**src/rtl/hpwm_pkg.sv**
```systemverilog
package hpwm_pkg;
    parameter int unsigned CNT_W  = 8;
    parameter int unsigned CODE_W = 4;
    // widest prescale counter: largest code gives 2^(2^CODE_W - 2)
    parameter int unsigned PRE_W  = (1 << CODE_W) - 2;

    typedef struct packed {
        logic              active;
        logic              wrap;
        logic [CNT_W-1:0]  cnt;
        logic [CNT_W-1:0]  duty;
        logic [CNT_W-1:0]  top;
        logic [CODE_W-1:0] code;
    } core_st_t;
endpackage

```
**src/rtl/hpwm_prescale.sv**
```systemverilog
module hpwm_prescale #(
    parameter int unsigned CODE_W = hpwm_pkg::CODE_W,
    parameter int unsigned PRE_W  = hpwm_pkg::PRE_W
) (
    input  logic              clk_i,
    input  logic              rst_ni,
    input  logic              run_i,
    input  logic [CODE_W-1:0] code_i,
    output logic              tick_o
);
    logic [PRE_W-1:0] pre_d, pre_q;
    logic [PRE_W:0]   span;
    logic [PRE_W-1:0] last;

    always_comb begin
        // code_i is already normalised to at least 1
        span   = (PRE_W+1)'(1) << (code_i - CODE_W'(1));
        last   = PRE_W'(span - (PRE_W+1)'(1));
        tick_o = run_i && (pre_q == last);
        if (!run_i || tick_o) begin
            pre_d = '0;
        end else begin
            pre_d = pre_q + PRE_W'(1);
        end
    end

    always_ff @(posedge clk_i or negedge rst_ni) begin
        if (!rst_ni) begin
            pre_q <= '0;
        end else begin
            pre_q <= pre_d;
        end
    end
endmodule

```
**src/rtl/hpwm_core.sv**
```systemverilog
module hpwm_core
    import hpwm_pkg::*;
#(
    parameter logic [CNT_W-1:0]  RST_DUTY = CNT_W'(127),
    parameter logic [CNT_W-1:0]  RST_TOP  = CNT_W'(255),
    parameter logic [CODE_W-1:0] RST_CODE = CODE_W'(5)
) (
    input  logic              clk_i,
    input  logic              rst_ni,
    input  logic              en_i,
    input  logic [CNT_W-1:0]  duty_i,
    input  logic [CNT_W-1:0]  top_i,
    input  logic [CODE_W-1:0] code_i,
    input  logic              tick_i,
    output logic              pwm_o,
    output logic              wrap_o,
    output logic              active_o,
    output logic [CNT_W-1:0]  cnt_o,
    output logic [CNT_W-1:0]  duty_o,
    output logic [CNT_W-1:0]  top_o,
    output logic [CODE_W-1:0] code_o
);
    core_st_t st_d, st_q;
    logic     load;

    always_comb begin
        st_d        = st_q;
        st_d.wrap   = 1'b0;
        st_d.active = en_i;
        load        = 1'b0;
        if (!en_i || !st_q.active) begin
            st_d.cnt = '0;
            load     = 1'b1;
        end else if (tick_i) begin
            if (st_q.cnt == st_q.top) begin
                st_d.cnt  = '0;
                st_d.wrap = 1'b1;
                load      = 1'b1;
            end else begin
                st_d.cnt = st_q.cnt + CNT_W'(1);
            end
        end
        if (load) begin
            st_d.duty = duty_i;
            st_d.top  = top_i;
            st_d.code = (code_i == '0) ? CODE_W'(1) : code_i;
        end
    end

    always_ff @(posedge clk_i or negedge rst_ni) begin
        if (!rst_ni) begin
            st_q <= '{active: 1'b0, wrap: 1'b0, cnt: '0,
                      duty: RST_DUTY, top: RST_TOP, code: RST_CODE};
        end else begin
            st_q <= st_d;
        end
    end

    assign pwm_o    = st_q.active && ((st_q.duty == '1) || (st_q.cnt < st_q.duty));
    assign wrap_o   = st_q.wrap;
    assign active_o = st_q.active;
    assign cnt_o    = st_q.cnt;
    assign duty_o   = st_q.duty;
    assign top_o    = st_q.top;
    assign code_o   = st_q.code;
endmodule

```
**src/rtl/hold_pwm.sv**
```systemverilog
module hold_pwm
    import hpwm_pkg::*;
(
    input  logic              clk_i,
    input  logic              rst_ni,
    input  logic              en_i,
    input  logic [CNT_W-1:0]  duty_i,
    input  logic [CNT_W-1:0]  top_i,
    input  logic [CODE_W-1:0] code_i,
    output logic              pwm_o,
    output logic              wrap_o
);
    logic              tick;
    logic              active;
    logic [CNT_W-1:0]  cnt;
    logic [CNT_W-1:0]  duty_act;
    logic [CNT_W-1:0]  top_act;
    logic [CODE_W-1:0] code_act;

    hpwm_prescale #(.CODE_W(CODE_W), .PRE_W(PRE_W)) u_pre (
        .clk_i  (clk_i),
        .rst_ni (rst_ni),
        .run_i  (active),
        .code_i (code_act),
        .tick_o (tick)
    );

    hpwm_core u_core (
        .clk_i    (clk_i),
        .rst_ni   (rst_ni),
        .en_i     (en_i),
        .duty_i   (duty_i),
        .top_i    (top_i),
        .code_i   (code_i),
        .tick_i   (tick),
        .pwm_o    (pwm_o),
        .wrap_o   (wrap_o),
        .active_o (active),
        .cnt_o    (cnt),
        .duty_o   (duty_act),
        .top_o    (top_act),
        .code_o   (code_act)
    );
endmodule

```
**config.mk**
```make
export PLATFORM = sky130hd
export DESIGN_NAME = hold_pwm
export DESIGN_NICKNAME = d
export VERILOG_FILES = /design/src/rtl/hpwm_pkg.sv /design/src/rtl/hpwm_prescale.sv /design/src/rtl/hpwm_core.sv /design/src/rtl/hold_pwm.sv
export SDC_FILE = /design/constraint.sdc
export NUM_CORES = 1
export LEC_CHECK = 0
export BUFFER_PORTS_ARGS = -buffer_cell sky130_fd_sc_hd__buf_2
export CORE_ASPECT_RATIO = 1.75
export CORE_MARGIN = 3
export CORE_UTILIZATION = 60
export CTS_CLUSTER_DIAMETER = 100
export DETAILED_ROUTE_END_ITERATION = 8
export HOLD_SLACK_MARGIN = 0.05
export PLACE_DENSITY_LB_ADDON = 0.3
export REMOVE_ABC_BUFFERS = 1
export SYNTH_ARGS = -nofsm -noshare
export SYNTH_HDL_FRONTEND = slang
export SYNTH_SLANG_ARGS = --single-unit
```
**constraint.sdc**
```tcl
create_clock -name clk_i -period 9 [get_ports clk_i]
set_input_delay 2.7 -clock clk_i [delete_from_list [all_inputs] [get_ports clk_i]]
set_output_delay 2.7 -clock clk_i [all_outputs]
set_load 0.005 [all_outputs]
```
---- Word level (Yosys, flattened, before mapping) ----
Cells that the tools add are included.
operators by class
  $add $sub $neg .......................... 4
  multiply operators ...................... 0
  divide/modulo/power cells ............... 0
  magnitude comparators ................... 1
  eq/ne operators ......................... 3
  shift-type cells ........................ 1
  muxes and demuxes ....................... 9
  bitwise operators ....................... 0
  reductions and logical operators ........ 9
operators with widths
  operator               count
  $mux 8                 2
  $add 14x1->14 const B  1
  $eq 14x14->1           1
  $mux 14                1
  $shl 1x4->14 const A   1
  $sub 14x1->14 const B  1
  $mux 9                 1
  $add 8x1->8 const B    1
  $eq 8x8->1             1
  $eq 8x8->1 const B     1
  $lt 8x8->1             1
  $logic_not 4->1        1
  $mux 1                 4
  $mux 4                 1
  $sub 4x1->4 const B    1
  $logic_or 1x1->1       3
  $logic_and 1x1->1      2
  $logic_not 1->1        2
  $reduce_bool 2->1      1
storage, ports and cells
  register bits after elaboration ......... 44
  latch bits .............................. 0
  RAM bits ................................ 0
  memory bits (read-only) ................. 0
  input bits .............................. 23
  memories kept ........................... 0

---- Longest topological paths before layout ----
Gate-level depths: netlist of run 1.
  depth in word-level cells ............... 7
  gate-level depth with buffers ........... 15
  gate-level depth less buffers ........... 10

---- Cells and area by module ----
From an unflattened synthesis of run 1, not the netlist that was laid out.
unflattened totals
  cells, all modules ...................... 324
  area, all modules ....................... 3,070.4 sq um
modules (own cells, without submodules)
  module         instances  cells each  area an instance (sq um)  seq. area each (sq um)
  hpwm_core      1          147         1,646.6                   772.0
  hpwm_prescale  1          177         1,423.9                   350.3

---- Worst setup path after synthesis of run 1 ----
OpenSTA, ideal clock, no wires.
  kind .................................... reg-to-output
  start ................................... register u_core.st_q, in the netlist u_core.duty_o[1]
  end ..................................... output pwm_o
  arrival time ............................ 1.622 ns
  required time ........................... 6.300 ns
  slack ................................... 4.678 ns
  stages on the path, launching flop included .. 9
  cell sequence ........................... dfstp_2 inv_1 ha_1 a21o_1 a21oi_1 nor2b_1 o21ai_0 a21oi_1 o41ai_1
on the way
  cells in the longest elaborated chain, start to end .. 3
  elaborated cells between the ends (all ways) .. 4
  classes of those cells .................. 1 x order compare; 1 x eq/ne; 2 x reduce/logical
RTL lines
  item                                      RTL line         source
  start: declaration                        hpwm_core.sv:23  core_st_t st_d, st_q;
  start signal: assignment                  hpwm_core.sv:52  st_q <= '{active: 1'b0, wrap: 1'b0, cnt: '0,
  start signal: assignment                  hpwm_core.sv:55  st_q <= st_d;
  $lt 8x8->1 or $eq 8x8->1 (tied branches)  hpwm_core.sv:59  assign pwm_o = st_q.active && ((st_q.duty == '1) || (st_q.cnt < st_q.duty));
  $logic_or 1x1->1 (*)                      hpwm_core.sv:59
  $logic_and 1x1->1 (*)                     hpwm_core.sv:59
  end: declaration                          hold_pwm.sv:10   output logic pwm_o,
Mark *: on every way between the ends. The rest lies on a longest branch, timed or not.

---- Worst setup path after layout of run 1 ----
Ends and elaborated chain as after synthesis.

==> metrics.md, run 1 <==
| Metric | Value |
|---|---|
| Pin count of the biggest net entering global routing | 45 |
| Crit path DAT | 2.25 ns |
| RSZ-0062 raised after global routing | no |
| Start point of the critical path | u_core.duty_o[1] |
| Synthesis Warnings | 0 |
| Post-synth ARST share | 100.0% |
| CP cell instances | inv_1 -> ha_1 -> a21o_1 -> a21oi_1 -> nor2b_1 -> o21ai_0 -> a21oi_1 -> o41ai_1 -> buf_2 |
| Vias/cell | 6.412 |
| Worst IR drop on VDD | 0.1220 mV |
| Area delta synth->final | 5.995% |
| Layout Cells excl Fill | 362 |
| Sequential fraction of the synthesis area | 38.14% |
| Ant diodes | 0 |
| Die Y | 98.65 microns |
| Synth Cell Area | 2943 sq um |
| Global-route wire length before repair | 10.76 mm |
| H-tree Lvls | 2 |
| Sum of buffers and inverters on the critical path | 2 |
| Routed WL | 6.336 mm |
| Number of global-route vias before repair | 2,393 |
| Main flop type after synthesis | dfrtp_1 |
| DRT Pass-1 Iters | 4 |
| Multi-input logic area | 1673 sq um |
| Total stage count of the critical path | 9 |
| Filler cells | 386 |
| Post-layout util | 66.27% |
| Register Area | 1122 sq um |
| Io pins | 25 |
| Worst setup endpoint | pwm_o |
| Worst Hold Margin | 0.5731 ns |
| Setup TNS | 0 ns |
| Post-CTS Setup Inserts | 0 |
| Pre-CTS setup slack | 4.473 ns |
| Crit Path Max Fanout | 3 |
| Highest clock rate | 202.1 MHz |
| Max-slew violations | 0 |
| Row count | 33 |
| Path depth of the worst reg2reg path | 10 |
| Crit-path slowest cell | dfstp_2 |
| Initial core utilization | 62.52% |
| Die area | 5814 sq um |
| Detailed placer's ending HPWL | 4.584 mm |
| Iter 0 DRT Violations | 106 |
| Nature of the critical path startpoint | flop |
| TritonCTS clock tree | yes |
| Inst Count DP | 354 |
| Fin crit period | 4.949 ns |
| Hold Vio Cnt, Final | 0 |
| Critical R2R Launch | u_core.code_o[0] |
| Reg2reg end | u_core.cnt_o[4] |
| Skew final | 0.004292 ns |
| CP max stage delay | 0.55 ns |
| Max-Cap Viols | 0 |
| Final net count | 342 |
| Detail Route Antenna Nets | 0 |
| Core Footprint | 4707 sq um |
| Clock Latency Late Sink | 0.29 ns |
| Antenna violations before repair | 0 |
| EDFF count, synth | 0 |
| Clk root buf | clkbuf_8 |
| Total grt overflow | 0 |
| Worst Setup End Kind | output pin |
| Data required time of the worst path | 6.30 ns |
| Crit path top cell by count | a21oi_1 |
| WL per Instance | 17.50 microns |
| Hold buffer count at CTS | 0 |
| Post-CTS Resized | 0 |
| Mapped Cells | 293 |
| Clk buf depth | 2 |
| All-Layer GR Usage | 23.67% |
| Finish-stage setup viols | 0 |
| Cell variety after synth | 57 |
| Die X | 58.94 microns |
| # port buffers | 24 |
| Sink Count | 44 |
| CTS clock-pin slew for the worst setup and hold paths | 0.08 ns |
| Syn_area_per_cell | 10.04 sq um |
| R2R setup slack | 5.02 ns |
| Final Wtd Congestion | 0.8378 |
| Layout cells sized above 1 | 23.55% |
| WS Path Type | flop to output pin |
| Cell family with most CP delay | compound AO/OA/AOI/OAI gates |
| #FFs+latches synth | 44 |
| Remaining DRCs | 0 |
| Status | complete, no violations |
| Final worst slack | 4.051 ns |
| P_leak | 1.372 nW |
| Routed vias | 2,321 |
| CTS Buf Count | 5 |
| Hold Path Class | flop to flop |
| Power Density | 136.0 nW/um^2 |
| Fin crit share | 54.99% |
| Slew margin rel. | 36.04% |
| Worst-Margin Slew | 0.9594 ns |
==> synth_stat cells, types with 3 or more instances <==
library cell,count,share of area [%]
dfrtp_1,27,23
and4_1,3,0.89
clkbuf_1,3,0.38
mux2_4,19,9.7
o21ai_0,15,2.6
nor3b_1,4,1.0
buf_2,7,1.2
nor3_1,7,1.2
and2_1,7,1.5
inv_1,11,1.4
a21oi_1,11,1.9
nor2_1,22,2.8
nand2b_1,4,0.85
nor2b_1,5,1.1
xnor2_1,12,3.6
or4_1,3,0.77
nand3_1,12,2.0
and3_1,9,1.9
xor2_1,15,4.5
buf_6,4,1.5
dfstp_2,17,15
a21o_1,3,0.77
nand2_1,13,1.7
nand4_1,6,1.3
ha_1,10,4.3
nand4b_1,6,1.8
==> where the power goes <==
| group | switching [mW] | internal [mW] | leakage, nW |
|---|---|---|---|
| logic | 0.0333 | 0.0367 | 0.782 |
| clock network | 0.0635 | 0.0627 | 0.0455 |
| registers | 0.0164 | 0.212 | 0.544 |
==> stage by stage <==
| step | instance area (sq um) | total power [mW] |
|---|---|---|
| final | 3119 | 0.4244 |
| after global routing | 3119 | 0.4455 |
| after CTS | 3119 | 0.4275 |
| after detailed placement | 3029 | 0.3013 |
| after global placement | 3029 | 0.2986 |
| after floorplan | 2836 | 0.2778 |
==> sequential cells by signal, indices dropped and copies added, names as in the netlist <==
register         cells
u_core.top_o         8
u_core.active_o      1
u_core.duty_o        8
u_core.code_o        4
u_core.cnt_o         8
u_pre.pre_q         14
u_core.wrap_o        1
==> layer usage <==
layer / vias to the layer above / global-route usage, % / routed length (microns)
li1: 1081 / - / -
met1: 1133 / 25.19 / 2325
met2: 77 / 42.84 / 3462
met3: 30 / 2.228 / 207
met4: 0 / 14.14 / 340
met5: - / 0 / 0
==> worst min-delay path by stage <==
| stage | startpoint | to | slack, ns | cells past startpoint |
|---|---|---|---|---|
| floorplan | u_pre.pre_q[0] | u_pre.pre_q[0] | 0.49 | 1 |
| global placement | u_pre.pre_q[0] | u_pre.pre_q[0] | 0.54 | 1 |
| detailed placement | u_core.duty_o[7] | u_core.duty_o[7] | 0.56 | 1 |
| CTS | u_pre.pre_q[0] | u_pre.pre_q[0] | 0.58 | 1 |
| global route | u_core.duty_o[7] | u_core.duty_o[7] | 0.59 | 1 |
| finish | u_pre.pre_q[0] | u_pre.pre_q[0] | 0.57 | 1 |
==> cells by family (layout without fill, tap and decap cells) <==
kind of cell    Yosys count  count (layout)  share of synthesized area (%)
simple gates            112             112                          21.73
compound gates           52              52                          12.46
flops                    44              44                          38.14
xor+xnor                 27              27                          8.036
buf+inv                  27              44                          5.017
mux                      21              21                          10.37
fa+ha+maj                10              10                          4.252
==> cell usage in the layout, fill, tap and decap left out, types with 3 or more instances in the layout <==
| cell | synthesis | final |
|---|---|---|
| dfrtp_1 | 27 | 27 |
| buf_2 | 7 | 24 |
| nor2_1 | 22 | 22 |
| mux2_4 | 19 | 19 |
| dfstp_2 | 17 | 17 |
| o21ai_0 | 15 | 15 |
| xor2_1 | 15 | 15 |
| nand2_1 | 13 | 13 |
| nand3_1 | 12 | 12 |
| xnor2_1 | 12 | 12 |
| inv_1 | 11 | 11 |
| a21oi_1 | 11 | 11 |
| ha_1 | 10 | 10 |
| and3_1 | 9 | 9 |
| nor3_1 | 7 | 7 |
| and2_1 | 7 | 7 |
| nand4b_1 | 6 | 6 |
| nand4_1 | 6 | 6 |
| clkbuf_8 | 0 | 6 |
| nor2b_1 | 5 | 5 |
| nor3b_1 | 4 | 4 |
| nand2b_1 | 4 | 4 |
| or4_1 | 3 | 3 |
| a21o_1 | 3 | 3 |
| and4_1 | 3 | 3 |
==> final cells by class <==
| cell class | count | area share, % |
|---|---|---|
| clock buffers | 8 | 2.888 |
| inverters | 11 | 1.324 |
| multi-input cells | 222 | 53.63 |
| flip-flops and latches | 44 | 35.98 |
| well taps | 52 | 2.086 |
| repair buffers | 25 | 4.091 |
Power figures use the tool's default switching activity.
==> run 2, diff against run 1 <==
--- a/config.mk
+++ b/config.mk
@@ -5,6 +5,7 @@
 export SDC_FILE = /design/constraint.sdc
 export NUM_CORES = 1
 export LEC_CHECK = 0
+export ABC_AREA = 1
 export BUFFER_PORTS_ARGS = -buffer_cell sky130_fd_sc_hd__buf_2
 export CORE_ASPECT_RATIO = 1.75
 export CORE_MARGIN = 3
==> constraint.sdc (replaced) <==
create_clock -name clk_i -period 5.16 [get_ports clk_i]
set_input_delay 1.548 -clock clk_i [delete_from_list [all_inputs] [get_ports clk_i]]
set_output_delay 1.548 -clock clk_i [all_outputs]
set_load 0.005 [all_outputs]
==> run 2 against run 1 <==
Area after synthesis is 0.51% lower. Die area decreased by 0.47%. Worst setup slack lost 2.5 ns. Critical path depth is 2 higher. Sequential share of layout area shrank 0.55 points. Global-route usage increased by 0.36 points. Synthesized cell count grew 41%. Worst hold slack got worse by 0.11 ns. Combinational power is 150% higher. Power up 110%. Cell count grew 35%. Largest power group unchanged. Highest routed layer unchanged.
==> metrics.md, run 2 <==
| Metric | Value |
|---|---|
| Worst IR drop on VDD | 0.3526 mV (+190%) |
| Ant diodes | 0 (unchanged) |
| Synth top area cells | dfrtp_1, nand2_1, dfstp_2 |
| Int Power | 0.6303 mW (+100%) |
| Post-CTS Setup Inserts | 0 (unchanged) |
| Crit path DAT | 2.05 ns (-0.20 ns) |
| Io pins | 25 (unchanged) |
| Filler cells | 422 (+9.3%) |
| Antenna violations before repair | 0 (unchanged) |
| Clk root buf | clkbuf_8 |
| Clock Latency Late Sink | 0.30 ns (about the same) |
| Compound-cell area share of the yosys netlist | 4.658% (-7.8 points) |
| Remaining DRCs | 0 (unchanged) |
| Detailed placer's ending HPWL | 4.870 mm (+6.2%) |
| DRT Pass-1 Iters | 4 (unchanged) |
| Largest family of logic cells by synthesized area | simple AND/OR/NAND/NOR gates |
| Final net count | 467 (+37%) |
| Sequential fraction of the synthesis area | 38.33% (+0.20 points) |
| Die X | 58.81 microns (-0.23%) |
| Top reg by flops | u_pre.pre_q |
| CP max stage delay | 0.53 ns (-0.02 ns) |
| Commonest non-fill, non-tap cell in the layout | nand2_1 |
| Crit-path slowest cell | dfstp_2 |
| Skew final | 0.009863 ns (+0.005571 ns) |
| Row count | 33 (unchanged) |
| Number of global-route vias before repair | 2,608 (+9.0%) |
| Synth Cell Area | 2928 sq um (-0.51%) |
| Max-slew violations | 0 (unchanged) |
| Highest clock rate | 278.1 MHz |
| Fin crit share | 69.69% |
| Power Density | 277.7 nW/um^2 (+100%) |
| Switching share of power | 28.35% (+1.7 points) |
| Hold buffer count at CTS | 0 (unchanged) |
| Iter 0 DRT Violations | 111 (+4.7%) |
| Worst Hold Margin | 0.4652 ns (-0.1079 ns) |
| Clk buf depth | 2 (unchanged) |
| Post-Synth XOR/XNOR Area | 3.291% (-4.7 points) |
| All-Layer GR Usage | 24.03% (+0.36 points) |
| Layout cells sized above 1 | 14.48% (-9.1 points) |
| Hold Path Class | flop to flop |
| Setup TNS | 0 ns (unchanged) |
| CTS Buf Count | 5 (unchanged) |
| Top-area cell type share of the netlist area | 23.08% (+0.12 points) |
| Top-count cell post-synth | nand2_1 |
| Area leader, netlist | dfrtp_1 |
| Total grt overflow | 0 (unchanged) |
| # port buffers | 24 (unchanged) |
| CTS clock-pin slew for the worst setup and hold paths | 0.07 ns (about the same) |
| TritonCTS clock tree | yes |
| Nature of the critical path startpoint | flop |
| Pin count of the biggest net entering global routing | 45 (unchanged) |
| Main flop type after synthesis | dfrtp_1 |
| Status | complete, no violations |
| Mapped Cells | 413 (+41%) |
| Crit path top cell by count | nand2_1 |
| Max-Cap Viols | 0 (unchanged) |
| Finish-stage setup viols | 0 (unchanged) |
| Fin crit period | 3.596 ns |
| Routed vias | 2,655 (+14%) |
| Die Y | 98.41 microns (-0.24%) |
| Post-synth ARST share | 100.0% (unchanged) |
| Data required time of the worst path | 3.61 ns (-2.69 ns) |
| RSZ-0062 raised after global routing | no |
| Mux cell area share after synthesis | 0% (-10 points) |
| Crit Path Max Fanout | 2 (-1) |
| EDFF count, synth | 0 (unchanged) |
| Slew margin rel. | 37.12% (+1.1 points) |
| Hold Vio Cnt, Final | 0 (unchanged) |
| Die area | 5787 sq um (-0.47%) |
| Most frequent cells in the layout | nand2_1, inv_1, nand3_1, nor2_1, dfrtp_1 |
| WS Path Type | flop to output pin |
| Cell variety after synth | 34 (-40%) |
| CP cell instances | inv_1 -> ha_1 -> a21boi_0 -> o211ai_1 -> nand2_1 -> nand2_1 -> nand2_1 -> a21oi_1 -> o21ai_0 -> a21oi_1 -> buf_2 |
| Comb pwr share | 19.8% (+3.3 points) |
| Adder-cell share of the synthesized area | 4.274% (+0.022 points) |
| Global-route wire length before repair | 10.84 mm (+0.76%) |
| H-tree Lvls | 2 (unchanged) |
| Sink Count | 44 (unchanged) |
| Area delta synth->final | 8.205% |
| R2R setup slack | 2.20 ns (-2.82 ns) |
| P_leak | 1.623 nW (+18%) |
| Syn_area_per_cell | 7.089 sq um (-29%) |
| Worst Setup End Kind | output pin |
| Initial core utilization | 62.20% (-0.32 points) |
| WL per Instance | 13.31 microns (-24%) |
| Largest register FFs | 14 (unchanged) |
| Simple-gate share of the synthesized area | 39.87% (+18 points) |
| Final Wtd Congestion | 0.8916 (+6.4%) |
| Detail Route Antenna Nets | 0 (unchanged) |
| Clock Power Share | 34.8% (+5.1 points) |
| Worst-Margin Slew | 0.9432 ns (-0.01625 ns) |
| Vias/cell | 5.452 (-15%) |
| NetSw | 0.2494 mW (+120%) |
| Seq pwr share | 45.4% (-8.4 points) |
| #FFs+latches synth | 44 (unchanged) |
| Post-CTS Resized | 0 (unchanged) |
| Routed WL | 6.482 mm (+2.3%) |
| Most common library cells after synthesis | nand2_1, inv_1, nand3_1 |
| Synthesis Warnings | 0 (unchanged) |
| Core Footprint | 4707 sq um (unchanged) |
run 2: changes by cell type after synthesis, sizes merged, moves of 7 or more:
cell / delta
xor2: -10
nor2: +13
and3: -8
inv: +41
mux2: -19
and2: -7
nand3: +38
nor3: +8
nand2: +132
run 2: power by group through the flow:
stage               logic, mW  registers, mW  clock network [mW]
floorplan               0.128          0.400                   0
global placement        0.169          0.404                   0
detailed placement      0.174          0.405                   0
CTS                     0.176          0.399               0.312
global route            0.200          0.402               0.325
finish                  0.174          0.400               0.306
run 2: stage by stage:
stage	cell area (sq um)	instances	worst slack (ns)	util [%]	total power, mW
global placement	3035	479	1.923	64.49	0.5731
global route	3168	487	1.412	67.30	0.9262
finish	3168	487	1.564	67.30	0.8797
floorplan	2850	403	2.080	-	0.5280
detailed placement	3035	479	1.904	64.49	0.5791
CTS	3168	487	1.554	67.30	0.8866
run 2: final timing paths:
kind / from / end / cells after the start
worst max-delay path: u_core.duty_o[1] / pwm_o / 11
worst min-delay path: u_core.duty_o[1] / u_core.duty_o[1] / 2
worst max register to register: u_core.code_o[0] / u_core.code_o[3] / 15
worst min register to register: u_core.duty_o[1] / u_core.duty_o[1] / 2
max in group asynchronous: rst_ni / u_core.cnt_o[2] / 1
min in group asynchronous: rst_ni / u_pre.pre_q[12] / 1
run 2: layer usage:
| layer | vias to the layer above | GRT usage (%) | part of all wire (%) |
|---|---|---|---|
| met5 | - | 0 | 0 |
| met4 | 0 | 11.69 | 3.9 |
| met3 | 20 | 3.014 | 1.9 |
| met2 | 46 | 45.83 | 57 |
| met1 | 1241 | 24.07 | 37 |
| li1 | 1348 | - | - |
run 2: layout make-up:
cell class                      instances  area (sq um)  area share, %
Multi-Input combinational cell        305          1525          48.14
Inverter                               54         202.7          6.398
Clock buffer                            6         72.57          2.291
Timing Repair Buffer                   24         120.1          3.791
Sequential cell                        44          1122          35.43
Clock inverter                          2         60.06          1.896
Tap cell                               52         65.06          2.054
run 2: kinds of logic after synthesis:
group                    after synthesis
AO/OA/AOI/OAI                         25
XOR/XNOR                              11
adder cells (fa/ha/maj)               10
flip-flops                            44
buffers and inverters                 64
AND/OR/NAND/NOR                      259
run 2: worst max-delay path: cells and delay by family, from the launching register on:
family,cells,cell delay (ns)
buffers and inverters,2,0.17
and+or+nand+nor,3,0.19
AOI/OAI and AO/OA,5,0.63
adders and majority gates,1,0.25
DFF,1,0.53
==> run 3, diff against run 2 <==
--- a/config.mk
+++ b/config.mk
@@ -5,11 +5,11 @@
 export SDC_FILE = /design/constraint.sdc
 export NUM_CORES = 1
 export LEC_CHECK = 0
-export ABC_AREA = 1
+export ABC_AREA = 0
 export BUFFER_PORTS_ARGS = -buffer_cell sky130_fd_sc_hd__buf_2
 export CORE_ASPECT_RATIO = 1.75
 export CORE_MARGIN = 3
-export CORE_UTILIZATION = 60
+export CORE_UTILIZATION = 54
 export CTS_CLUSTER_DIAMETER = 100
 export DETAILED_ROUTE_END_ITERATION = 8
 export HOLD_SLACK_MARGIN = 0.05
==> constraint.sdc (replaced) <==
create_clock -name clk_i -period 3.05 [get_ports clk_i]
set_input_delay 0.915 -clock clk_i [delete_from_list [all_inputs] [get_ports clk_i]]
set_output_delay 0.915 -clock clk_i [all_outputs]
set_load 0.005 [all_outputs]
==> run 3 against run 2 <==
Utilization decreased by 2.1 points. Critical path type is now flop to flop. Critical endpoint is now u_core.duty_o[7]. Wire length increased by 0.73%. Worst hold slack improved by 0.10 ns. Largest power group unchanged. Die area increased by 11%. Flip-flop and latch count unchanged. First-iteration DRC count decreased by 1.8%.
==> metrics.md, run 3 (synthesized netlist as in run 1, its figures left out) <==
| Metric | Value |
|---|---|
| Crit path DAT | 3.12 ns (+1.07 ns) |
| Critical R2R Launch | u_core.code_o[0] |
| DRT Pass-1 Iters | 4 (unchanged) |
| Clock Power Share | 33.8% (-1.0 points) |
| # port buffers | 24 (unchanged) |
| Inst Count DP | 374 (-22%) |
| Crit Path Max Fanout | 13 (+11) |
| Global-route wire length before repair | 10.58 mm (-2.4%) |
| Final net count | 363 (-22%) |
| Pwr Total | 1.396 mW (+59%) |
| Number of global-route vias before repair | 2,226 (-15%) |
| Worst-Margin Slew | 0.9494 ns (+0.006248 ns) |
| Total grt overflow | 0 (unchanged) |
| Filler cells | 444 (+5.2%) |
| Detailed placer's ending HPWL | 4.654 mm (-4.4%) |
| Layout cells sized above 1 | 33.84% (+19 points) |
| NetSw | 0.3617 mW (+45%) |
| Path depth of the worst reg2reg path | 11 (-4) |
| CTS Buf Count | 5 (unchanged) |
| Comb pwr share | 19.5% (-0.3 points) |
| TritonCTS clock tree | yes |
| Die area | 6406 sq um (+11%) |
| Hold buffer count at CTS | 0 (unchanged) |
| Die X | 61.81 microns (+5.1%) |
| Hold Path Class | flop to flop |
| Largest register FFs | 14 (unchanged) |
| Fin crit period | 2.928 ns |
| R2R setup slack | 0.12 ns (-2.08 ns) |
| Worst IR drop on VDD | 0.2794 mV (-21%) |
| Worst Hold Margin | 0.5679 ns (+0.1028 ns) |
| Routed WL | 6.529 mm (+0.73%) |
| Seq pwr share | 46.7% (+1.3 points) |
| Row count | 35 (+6.1%) |
| Hold Vio Cnt, Final | 0 (unchanged) |
| Remaining DRCs | 0 (unchanged) |
| Sink Count | 44 (unchanged) |
| Max-slew violations | 0 (unchanged) |
| Commonest non-fill, non-tap cell in the layout | dfrtp_1 |
| Worst setup endpoint | u_core.duty_o[7] |
| Nature of the critical path startpoint | flop |
| WS Path Type | flop to flop |
| Finish-stage setup viols | 0 (unchanged) |
| Worst Setup End Kind | flop |
| Core Footprint | 5255 sq um (+12%) |
| Iter 0 DRT Violations | 109 (-1.8%) |
| Die Y | 103.7 microns (+5.3%) |
| WL per Instance | 16.91 microns (+27%) |
| Switching share of power | 25.91% (-2.4 points) |
| Int Power | 1.034 mW (+64%) |
| Io pins | 25 (unchanged) |
| Layout Cells excl Fill | 386 (-21%) |
| Clock Latency Late Sink | 0.30 ns (about the same) |
| Vias/cell | 6.080 (+12%) |
| Highest clock rate | 341.5 MHz |
| Power Density | 407.5 nW/um^2 (+47%) |
| Initial core utilization | 56.00% (-6.2 points) |
| Top reg by flops | u_pre.pre_q |
| P_leak | 1.517 nW (-6.5%) |
| Reg2reg end | u_core.duty_o[7] |
| Skew final | 0.008228 ns (-0.001635 ns) |
| Pin count of the biggest net entering global routing | 45 (unchanged) |
| Most frequent cells in the layout | dfrtp_1, buf_2, nor2_1, mux2_4, buf_4 |
| Clk buf depth | 2 (unchanged) |
| Ant diodes | 0 (unchanged) |
| Slew margin rel. | 36.71% (-0.42 points) |
| Final Wtd Congestion | 0.8506 (-4.6%) |
| All-Layer GR Usage | 21.61% (-2.4 points) |
| RSZ-0062 raised after global routing | yes |
| Status | complete, no violations |
| Routed vias | 2,347 (-12%) |
| Data required time of the worst path | 3.25 ns (-0.36 ns) |
| Max-Cap Viols | 0 (unchanged) |
| Antenna violations before repair | 0 (unchanged) |
| Clk root buf | clkbuf_8 |
| H-tree Lvls | 2 (unchanged) |
| Detail Route Antenna Nets | 0 (unchanged) |
| Fin crit share | 96.00% |
| Start point of the critical path | u_core.code_o[0] |
| CTS clock-pin slew for the worst setup and hold paths | 0.09 ns (+0.02 ns) |
| Area delta synth->final | 16.41% |
## run 3: cell count changes in the layout (fill, tap and decap cells not counted), moves of 6 or more
cell	delta
nand2_1	-129
buf_4	+19
xor2_1	+10
nor3_1	-9
nand4b_1	+6
nor2_1	-6
and2_1	+6
and3_1	+8
inv_1	-41
xnor2_1	+6
nand3_1	-36
mux2_4	+19
## run 3: power by group through the flow
| stage | registers (mW) | logic [mW] | clock network, mW |
|---|---|---|---|
| finish | 0.652 | 0.272 | 0.472 |
| global route | 0.657 | 0.299 | 0.500 |
| CTS | 0.650 | 0.257 | 0.483 |
| detailed placement | 0.660 | 0.251 | 0 |
| global placement | 0.660 | 0.246 | 0 |
| floorplan | 0.667 | 0.152 | 0 |
## run 3: critical path, stage by stage, from the launching register on
cell and delay (ns):
dfstp_2 0.57, nor2b_4 0.16, nand2_2 0.07, ha_4 0.19
and2_4 0.14, a22o_1 0.20, or3_4 0.35, a2111oi_4 0.31
and4_4 0.28, a21oi_2 0.08, buf_12 0.18, mux2_4 0.29
## run 3: cell type report
cell class / instances / area [sq um] / area share (%)
tap: 55 / 68.82 / 2.009
timing repair buffer: 46 / 314.1 / 9.167
sequential: 44 / 1122 / 32.76
inverter: 11 / 41.29 / 1.205
multi-input combinational: 222 / 1758 / 51.31
clock buffer: 6 / 82.58 / 2.411
clock inverter: 2 / 38.79 / 1.132
## run 3: worst min path at each step
stage | startpoint | to | slack (ns) | cells past startpoint
after floorplan | u_pre.pre_q[0] | u_pre.pre_q[0] | 0.49 | 1
after global placement | u_core.code_o[0] | u_core.code_o[0] | 0.53 | 2
after detailed placement | u_core.code_o[0] | u_core.code_o[0] | 0.54 | 2
after CTS | u_core.code_o[0] | u_core.code_o[0] | 0.55 | 2
after global routing | u_core.duty_o[7] | u_core.duty_o[7] | 0.58 | 1
final | u_core.duty_o[7] | u_core.duty_o[7] | 0.57 | 1
## run 3: per-layer routing
| layer | vias to the layer above | routed length (microns) | track usage, % |
|---|---|---|---|
| li1 | 1130 | - | - |
| met1 | 1145 | 2463 | 25.24 |
| met2 | 47 | 3601 | 36.66 |
| met3 | 25 | 160 | 3.367 |
| met4 | 0 | 303 | 10.02 |
| met5 | - | 0 | 0 |
## run 3: repair_timing
item | 4_1_cts | 5_1_grt
setup endpoints to repair | 24 | 40
setup buffers | 1 | 3
resized for setup | 5 | 15
pin swaps | 3 | 9
gates cloned | 0 | 0
## run 3: per-stage QoR
step | worst slack, ns | util (%) | TNS, ns | cell area (sq um)
5_1_grt | -0.04384 | 65.19 | -0.06413 | 3426
4_1_cts | -0.02923 | 63.38 | -0.02923 | 3331
2_1_floorplan | -0.8382 | - | -18.24 | 2836
3_5_place_dp | -0.04961 | 60.62 | -0.2319 | 3186
6_report | 0.1220 | 65.19 | 0 | 3426
3_3_place_gp | 0.01917 | 60.62 | 0 | 3186
